--- config.mk ---
export PLATFORM = sky130hd
export DESIGN_NAME = cfg_hdr_regs
export DESIGN_NICKNAME = d
export VERILOG_FILES = /design/src/rtl/cfg_hdr_pkg.sv /design/src/rtl/cfg_cmd_reg.sv /design/src/rtl/cfg_stat_flag.sv /design/src/rtl/cfg_stat_reg.sv /design/src/rtl/cfg_hdr_regs.sv
export SDC_FILE = /design/constraint.sdc
export NUM_CORES = 1
export LEC_CHECK = 0
export ABC_AREA = 0
export BUFFER_PORTS_ARGS = -buffer_cell sky130_fd_sc_hd__buf_2
export CORE_MARGIN = 1.5
export CORE_UTILIZATION = 32
export CTS_BUF_LIST = sky130_fd_sc_hd__clkbuf_4 sky130_fd_sc_hd__clkbuf_8 sky130_fd_sc_hd__clkbuf_16
export DETAILED_ROUTE_END_ITERATION = 8
export PLACE_DENSITY = 0.74
export SLEW_MARGIN = 40
export SYNTH_ARGS = -nofsm -noshare
export SYNTH_HDL_FRONTEND = slang
export SYNTH_SLANG_ARGS = --single-unit
--- constraint.sdc ---
create_clock -name clk_i -period 0.8 [get_ports clk_i]
set_input_delay 0.12 -clock clk_i [delete_from_list [all_inputs] [get_ports clk_i]]
set_output_delay 0.12 -clock clk_i [all_outputs]
set_load 0.02 [all_outputs]
--- src/rtl/cfg_hdr_pkg.sv ---
package cfg_hdr_pkg;
  localparam logic [15:0] VENDOR_CODE = 16'h1078;
  localparam logic [15:0] DEVICE_CODE = 16'h0001;
  localparam int unsigned NUM_FLAGS = 5;
  // flag order: 0 det-parity(15), 1 sys-err(14), 2 mabort(13), 3 tabort-rx(12), 4 tabort-tx(11)
  typedef logic [NUM_FLAGS-1:0] flag_vec_t;
  localparam int unsigned FLAG_POS [NUM_FLAGS] = '{15, 14, 13, 12, 11};
  localparam logic [1:0] DEVSEL_MEDIUM = 2'b01;
  typedef struct packed {
    logic serr_gate;
    logic par_chk;
    logic bus_mst;
  } cmd_ctl_t;
endpackage

--- src/rtl/cfg_cmd_reg.sv ---
module cfg_cmd_reg
  import cfg_hdr_pkg::*;
(
  input  logic       clk_i,
  input  logic       rst_ni,
  input  logic       wr_lo_i,
  input  logic       wr_hi_i,
  input  logic [15:0] wdata_i,
  output cmd_ctl_t   ctl_o,
  output logic [15:0] cmd_o
);
  cmd_ctl_t ctl_q;

  always_ff @(posedge clk_i or negedge rst_ni) begin
    if (!rst_ni) begin
      ctl_q <= '{serr_gate: 1'b0, par_chk: 1'b0, bus_mst: 1'b1};
    end else begin
      if (wr_hi_i) ctl_q.serr_gate <= wdata_i[8];
      if (wr_lo_i) begin
        ctl_q.par_chk <= wdata_i[6];
        ctl_q.bus_mst <= wdata_i[2];
      end
    end
  end

  always_comb begin
    cmd_o    = 16'h0003;
    cmd_o[8] = ctl_q.serr_gate;
    cmd_o[6] = ctl_q.par_chk;
    cmd_o[2] = ctl_q.bus_mst;
  end

  assign ctl_o = ctl_q;
endmodule

--- src/rtl/cfg_stat_flag.sv ---
module cfg_stat_flag (
  input  logic clk_i,
  input  logic rst_ni,
  input  logic set_i,
  input  logic clr_i,
  output logic flag_o
);
  always_ff @(posedge clk_i or negedge rst_ni) begin
    if (!rst_ni)     flag_o <= 1'b0;
    else if (set_i)  flag_o <= 1'b1;   // set wins over clear
    else if (clr_i)  flag_o <= 1'b0;
  end
endmodule

--- src/rtl/cfg_stat_reg.sv ---
module cfg_stat_reg
  import cfg_hdr_pkg::*;
(
  input  logic        clk_i,
  input  logic        rst_ni,
  input  logic        wr_lo_i,
  input  logic        wr_hi_i,
  input  logic [15:0] wdata_i,
  input  flag_vec_t   evt_i,
  output logic [15:0] stat_o
);
  flag_vec_t flags;

  for (genvar g = 0; g < NUM_FLAGS; g++) begin : g_flag
    localparam int unsigned POS = FLAG_POS[g];
    logic clr;
    assign clr = (POS >= 8) ? (wr_hi_i & wdata_i[POS]) : (wr_lo_i & wdata_i[POS]);
    cfg_stat_flag u_flag (
      .clk_i  (clk_i),
      .rst_ni (rst_ni),
      .set_i  (evt_i[g]),
      .clr_i  (clr),
      .flag_o (flags[g])
    );
  end

  always_comb begin
    stat_o       = 16'h0080;
    stat_o[10:9] = DEVSEL_MEDIUM;
    for (int i = 0; i < NUM_FLAGS; i++) stat_o[FLAG_POS[i]] = flags[i];
  end
endmodule

--- src/rtl/cfg_hdr_regs.sv ---
module cfg_hdr_regs
  import cfg_hdr_pkg::*;
#(
  parameter int unsigned IDX_W = 6
) (
  input  logic             clk_i,
  input  logic             rst_ni,
  input  logic [IDX_W-1:0] idx_i,
  input  logic [3:0]       be_i,
  input  logic             wr_en_i,
  input  logic [31:0]      wr_data_i,
  input  logic             rd_en_i,
  output logic [31:0]      rd_data_o,
  input  logic             parity_err_i,
  input  logic             serr_evt_i,
  input  logic             mst_abort_i,
  input  logic             tgt_abort_rx_i,
  input  logic             tgt_abort_tx_i,
  output logic             serr_drv_en_o,
  output logic             parity_chk_en_o,
  output logic             bus_master_en_o
);
  localparam logic [IDX_W-1:0] IDX_ID  = IDX_W'(0);
  localparam logic [IDX_W-1:0] IDX_CMD = IDX_W'(1);

  logic        hit_cs;
  logic [15:0] cmd_w, stat_w;
  cmd_ctl_t    ctl;
  flag_vec_t   evt;
  logic [31:0] rd_mux;

  assign hit_cs = wr_en_i && (idx_i == IDX_CMD);

  cfg_cmd_reg u_cmd (
    .clk_i   (clk_i),
    .rst_ni  (rst_ni),
    .wr_lo_i (hit_cs & be_i[0]),
    .wr_hi_i (hit_cs & be_i[1]),
    .wdata_i (wr_data_i[15:0]),
    .ctl_o   (ctl),
    .cmd_o   (cmd_w)
  );

  assign evt = {tgt_abort_tx_i, tgt_abort_rx_i, mst_abort_i, serr_evt_i,
                parity_err_i & ctl.par_chk};

  cfg_stat_reg u_stat (
    .clk_i   (clk_i),
    .rst_ni  (rst_ni),
    .wr_lo_i (hit_cs & be_i[2]),
    .wr_hi_i (hit_cs & be_i[3]),
    .wdata_i (wr_data_i[31:16]),
    .evt_i   (evt),
    .stat_o  (stat_w)
  );

  always_comb begin
    unique case (idx_i)
      IDX_ID:  rd_mux = {DEVICE_CODE, VENDOR_CODE};
      IDX_CMD: rd_mux = {stat_w, cmd_w};
      default: rd_mux = '0;
    endcase
  end

  always_ff @(posedge clk_i or negedge rst_ni) begin
    if (!rst_ni)      rd_data_o <= '0;
    else if (rd_en_i) rd_data_o <= rd_mux;
  end

  assign serr_drv_en_o   = ctl.serr_gate;
  assign parity_chk_en_o = ctl.par_chk;
  assign bus_master_en_o = ctl.bus_mst;
endmodule

Word-level counts from Yosys, hierarchy flattened:

Cells that the tools add are included.

* eq/ne operators: 1
* reductions and logical operators: 7
* multiplexer cells: 11
* bitwise gates (word level): 9

Operator list (number)
* 32-bit one-hot mux with 2 select lines: 1
* 1-bit 2-to-1 mux: 10
* 2-bit nonzero test: 5
* 1-bit AND: 9
* 6-bit by 1-bit equality test with 1-bit output, second input constant: 1
* 6-bit zero test: 1
* 1-bit logical AND: 1

* output and inout port bits: 35
* register bits after elaboration: 40
* bits of input ports: 51
* word-level logic and storage cells: 37

Longest topological paths before layout:

* depth in word-level cells: 6
* gate-level depth with buffers: 4
* depth with buffers taken out: 3

Cells and area by module:

Synthesis repeated with hierarchy kept, for this count alone.

* cell total of the unflattened synthesis: 211
* area, all modules: 2243.4 µm²

Modules (own cells, without submodules)
* cfg_hdr_regs: cells an instance 154, times used 1, area an instance 1702.9 µm², seq. area each 800.8 µm²
* cfg_cmd_reg: cells an instance 24, times used 1, area an instance 237.7 µm², seq. area each 76.3 µm²
* cfg_stat_flag: cells an instance 3, times used 5, area an instance 36.3 µm², seq. area each 25.0 µm²
* cfg_stat_reg: cells an instance 18, times used 1, area an instance 121.4 µm², seq. area each 0.0 µm²

Worst setup path before layout:

Ideal clock, no wire load.

* path type: in2reg
* from: input idx_i[2]
* to: register u_cmd.ctl_q (netlist bit u_cmd.cmd_o[6])
* data arrival time: 867 ps
* required time: 675 ps
* path slack: -192 ps
* library setup time: 125 ps
* path buffers: 0
* stages on the path: 3
* cells stage by stage: nor4_4 > nand4_2 > mux2_2

* longest elaborated chain between the ends: 3

Ends and longest elaborated chain
* from (decl): line cfg_hdr_regs.sv:8 `input logic [IDX_W-1:0] idx_i,`
* 6-bit by 1-bit equality test with 1-bit output: line cfg_hdr_regs.sv:32 `assign hit_cs = wr_en_i && (idx_i == IDX_CMD);`
* 1-bit logical AND: line cfg_hdr_regs.sv:32
* 1-bit AND: line cfg_hdr_regs.sv:37 `.wr_lo_i (hit_cs & be_i[0]),`
* to (signal assigned): line cfg_cmd_reg.sv:16 `ctl_q <= '{serr_gate: 1'b0, par_chk: 1'b0, bus_mst: 1'b1};`
* to (decl): line cfg_cmd_reg.sv:12 `cmd_ctl_t ctl_q;`

No other way between the ends.
A chain may end at the register's enable or synchronous reset.

Worst setup path after layout:

* from: register u_cmd.ctl_q (netlist bit u_cmd.cmd_o[2])
* to: output bus_master_en_o

RTL lines
* to (decl): line cfg_hdr_regs.sv:21 `output logic bus_master_en_o`

No word-level cell between the ends.

==> impl_metrics.env <==
export IMPL_cts_reportedPaths_clkPinSlew_ps=110
export IMPL_critical_path_cell_chain="buf_6"
export IMPL_wl_um=2520
export IMPL_reg2reg_setup_slack_ps=-140
export IMPL_critPathMaxStageDelay_ps=560
export IMPL_fillers=205
export IMPL_start_kind="flop"
export IMPL_detail_route_first_pass_iterations=4
export IMPL_ir_drop_mv=1.17
export IMPL_period_needed_ps=1090
export IMPL_die_h_um=56.6
export IMPL_combinationalPowerShare=0.204
export IMPL_root_buffer="clkbuf_4"
export IMPL_drcViolationCount=0
export IMPL_die_area_mm2=0.00320
export IMPL_io_pins=86
export IMPL_ant_nets=0
export IMPL_path_delay_family="flip-flops"
export IMPL_crit_start="u_cmd.cmd_o[2]$_DFFE_PN1P_"
export IMPL_p_per_area_mw_per_mm2=1250
export IMPL_fin_util=0.559
export IMPL_cts_sinks=18
export IMPL_hp_class="in2reg"
export IMPL_grt_start_max_net_pins=19
export IMPL_grt_pass1_vias=803
export IMPL_switchingPower_uw=525
export IMPL_ys_types=22
export IMPL_hold_viol=0
export IMPL_worstSetupEndpoint="bus_master_en_o"
export IMPL_worst_r2r_startpoint="u_cmd.cmd_o[8]$_DFFE_PN0P_"
export IMPL_cts_htree_levels=1
export IMPL_detail_route_vias_per_cell=4.67
export IMPL_critPathKind="reg2out"
export IMPL_arrival_ps=970
export IMPL_vias=798
export IMPL_drt_iter0_markers=31
export IMPL_seq_area_frac_synth=0.492
export IMPL_ys_ff_latch=18
export IMPL_clock_latency_ps=300
export IMPL_groute_usage_overall=0.166
export IMPL_rows=19
export IMPL_start_util=0.336
export IMPL_stdcell_area_mm2=0.00153
export IMPL_slew_violations=0
export IMPL_regArea_um2=454
export IMPL_setup_violations=37
export IMPL_layout_setup_ws_ps=-292
export IMPL_antenna_cells=0
export IMPL_clock_skew_ps=0.680
export IMPL_wl_per_cell_um=14.7
export IMPL_fin_crit_sh=1.36
export IMPL_cts_tree="yes"
export IMPL_placed_area_mm2=0.00108
export IMPL_critical_path_max_fanout=2
export IMPL_crit_cells=1
export IMPL_drv_cap=0
export IMPL_rsz0062_at_grt="true"
export IMPL_nets=192
export IMPL_fmax_mhz=916
export IMPL_multi_input_comb_area_um2=404
export IMPL_drive_gt1_frac=0.607
export IMPL_swShare=0.274
export IMPL_stdcell_count=171
export IMPL_antenna_found_initial=0
export IMPL_dp_final_hpwl_um=1450
export IMPL_grt_ovfl_total=0
export IMPL_gp_congestion=0.803
export IMPL_outcome="finished with violations"
export IMPL_cp_end_kind="output port"
export IMPL_syn2layout_area_growth_pct=66.5
export IMPL_grt_pass1_wl_um=3910
export IMPL_crit_buf_inv=1
export IMPL_critical_path_required_ps=680
export IMPL_syn_area_um2=918
export IMPL_reg2reg_to="u_cmd.cmd_o[8]$_DFFE_PN0P_"
export IMPL_coreArea_mm2=0.00273
export IMPL_ys_warn_count=0
export IMPL_p_int_mw=1.39
export IMPL_p_total_mw=1.92
export IMPL_syn_inst=79
export IMPL_power_share_sequential=0.497
export IMPL_cts_buffers_inserted=3
export IMPL_violations="negative setup slack"
export IMPL_crit_slowest_cell="dfstp_2"
export IMPL_port_buffers=45
export IMPL_die_x_um=56.6
export IMPL_p_clk_frac=0.299
export IMPL_placedCellCount=149
export IMPL_leakage_nw=0.807
export IMPL_avgSynthCellArea_um2=11.6
export IMPL_r2r_cells=2
export IMPL_cts_path_max_buffers=2
-- how the worst min path moves through the flow --
| stage | start | to | cells after the start |
|---|---|---|---|
| final | wr_data_i[6] | u_cmd.cmd_o[6]$_DFFE_PN0P_ | 2 |
| after global routing | wr_data_i[8] | u_cmd.cmd_o[8]$_DFFE_PN0P_ | 2 |
| after CTS | wr_data_i[27] | u_stat.g_flag[4].u_flag.flag_o$_DFFE_PN0P_ | 2 |
| after detailed placement | rst_ni | rd_data_o[8]$_DFFE_PN0P_ | 1 |
| after global placement | rst_ni | rd_data_o[8]$_DFFE_PN0P_ | 1 |
| after floorplan | rst_ni | rd_data_o[16]$_DFFE_PN0P_ | 0 |
-- cell usage in the layout (no fill, tap or decap), drive strengths merged --
master       instances
o21ai                1
nor2b                2
conb                15
nand3b               1
a31oi                4
a21o                 1
and4                 1
dlygate4sd3          5
mux2                 3
inv                  5
and4b                1
a22o                 7
clkbuf               4
dfstp                1
nand4                2
clkinv               1
dfrtp               17
o2bb2ai              2
nor4                 1
a2bb2oi              1
nor2                 4
buf                 61
-- cells by family after synthesis --
logic type / Yosys count / synth area share
buf+inv: 29 / 0.217
flops: 18 / 0.492
compound gates: 16 / 0.147
simple gates: 12 / 0.104
mux: 3 / 0.0368
other cells: 1 / 0.00408
-- per-stage QoR --
step                      hold slack, ps  worst slack, ps  setup TNS [ps]
after floorplan                     -176             -182           -2680
after global placement              54.3             -378           -5520
after detailed placement            67.9             -418           -6110
after CTS                          0.574             -299           -5040
after global routing                52.1             -307           -6380
final                               52.5             -292           -5550
-- metal layers --
layer | up-vias | wire (um) | global-route usage
met5 | - | 0 | 0
met4 | 0 | 68 | 0.105
met3 | 8 | 143 | 0.0346
met2 | 37 | 1460 | 0.321
met1 | 394 | 848 | 0.154
li1 | 359 | - | -
-- cell usage after synthesis --
| master | n | area [um2] |
|---|---|---|
| and4b_1 | 1 | 10.0 |
| a21o_2 | 1 | 8.76 |
| o21ai_0 | 1 | 5.00 |
| nor2_1 | 4 | 15.0 |
| conb_1 | 1 | 3.75 |
| nand4_1 | 1 | 6.26 |
| nand4_2 | 1 | 12.5 |
| nor4_4 | 1 | 21.3 |
| and4_2 | 1 | 10.0 |
| buf_6 | 1 | 11.3 |
| a31oi_1 | 4 | 25.0 |
| nand3b_1 | 1 | 7.51 |
| a2bb2oi_1 | 1 | 8.76 |
| a22o_2 | 7 | 70.1 |
| o2bb2ai_1 | 2 | 17.5 |
| inv_1 | 5 | 18.8 |
| mux2_2 | 3 | 33.8 |
| nor2b_1 | 2 | 12.5 |
| dfstp_2 | 1 | 26.3 |
| buf_4 | 22 | 165 |
| clkinv_1 | 1 | 3.75 |
| dfrtp_1 | 17 | 425 |
-- area by class of cell --
type | count | area share
Sequential cell | 18 | 0.297
Inverter | 6 | 0.0147
Tap cell | 31 | 0.0254
Multi-Input combinational cell | 46 | 0.264
Clock buffer | 4 | 0.0237
Timing Repair Buffer | 66 | 0.375
-- state kept, by name, summed over array words and instances (netlist names) --
signal and count:
rd_data_o 10, u_cmd.cmd_o 3, u_stat.g_flag.u_flag.flag_o 5
-- power by group through the flow --
stage / Sequential [mW] / Clock (mW) / Combinational [mW]
floorplan: 0.984 / 0 / 0.172
global placement: 0.965 / 0 / 0.254
detailed placement: 0.966 / 0 / 0.259
CTS: 0.950 / 0.566 / 0.361
global route: 0.953 / 0.605 / 0.414
finish: 0.952 / 0.572 / 0.392
-- timing repair --
action / CTS / global route
gates resized for setup: 64 / 5
hold buffers: 2 / 3
pin swaps: 10 / 1
setup endpoints to repair: 35 / 38
hold endpoints to repair: 18 / 3
setup buffers: 13 / 0
Note: power is estimated with default switching activity, not from simulation.
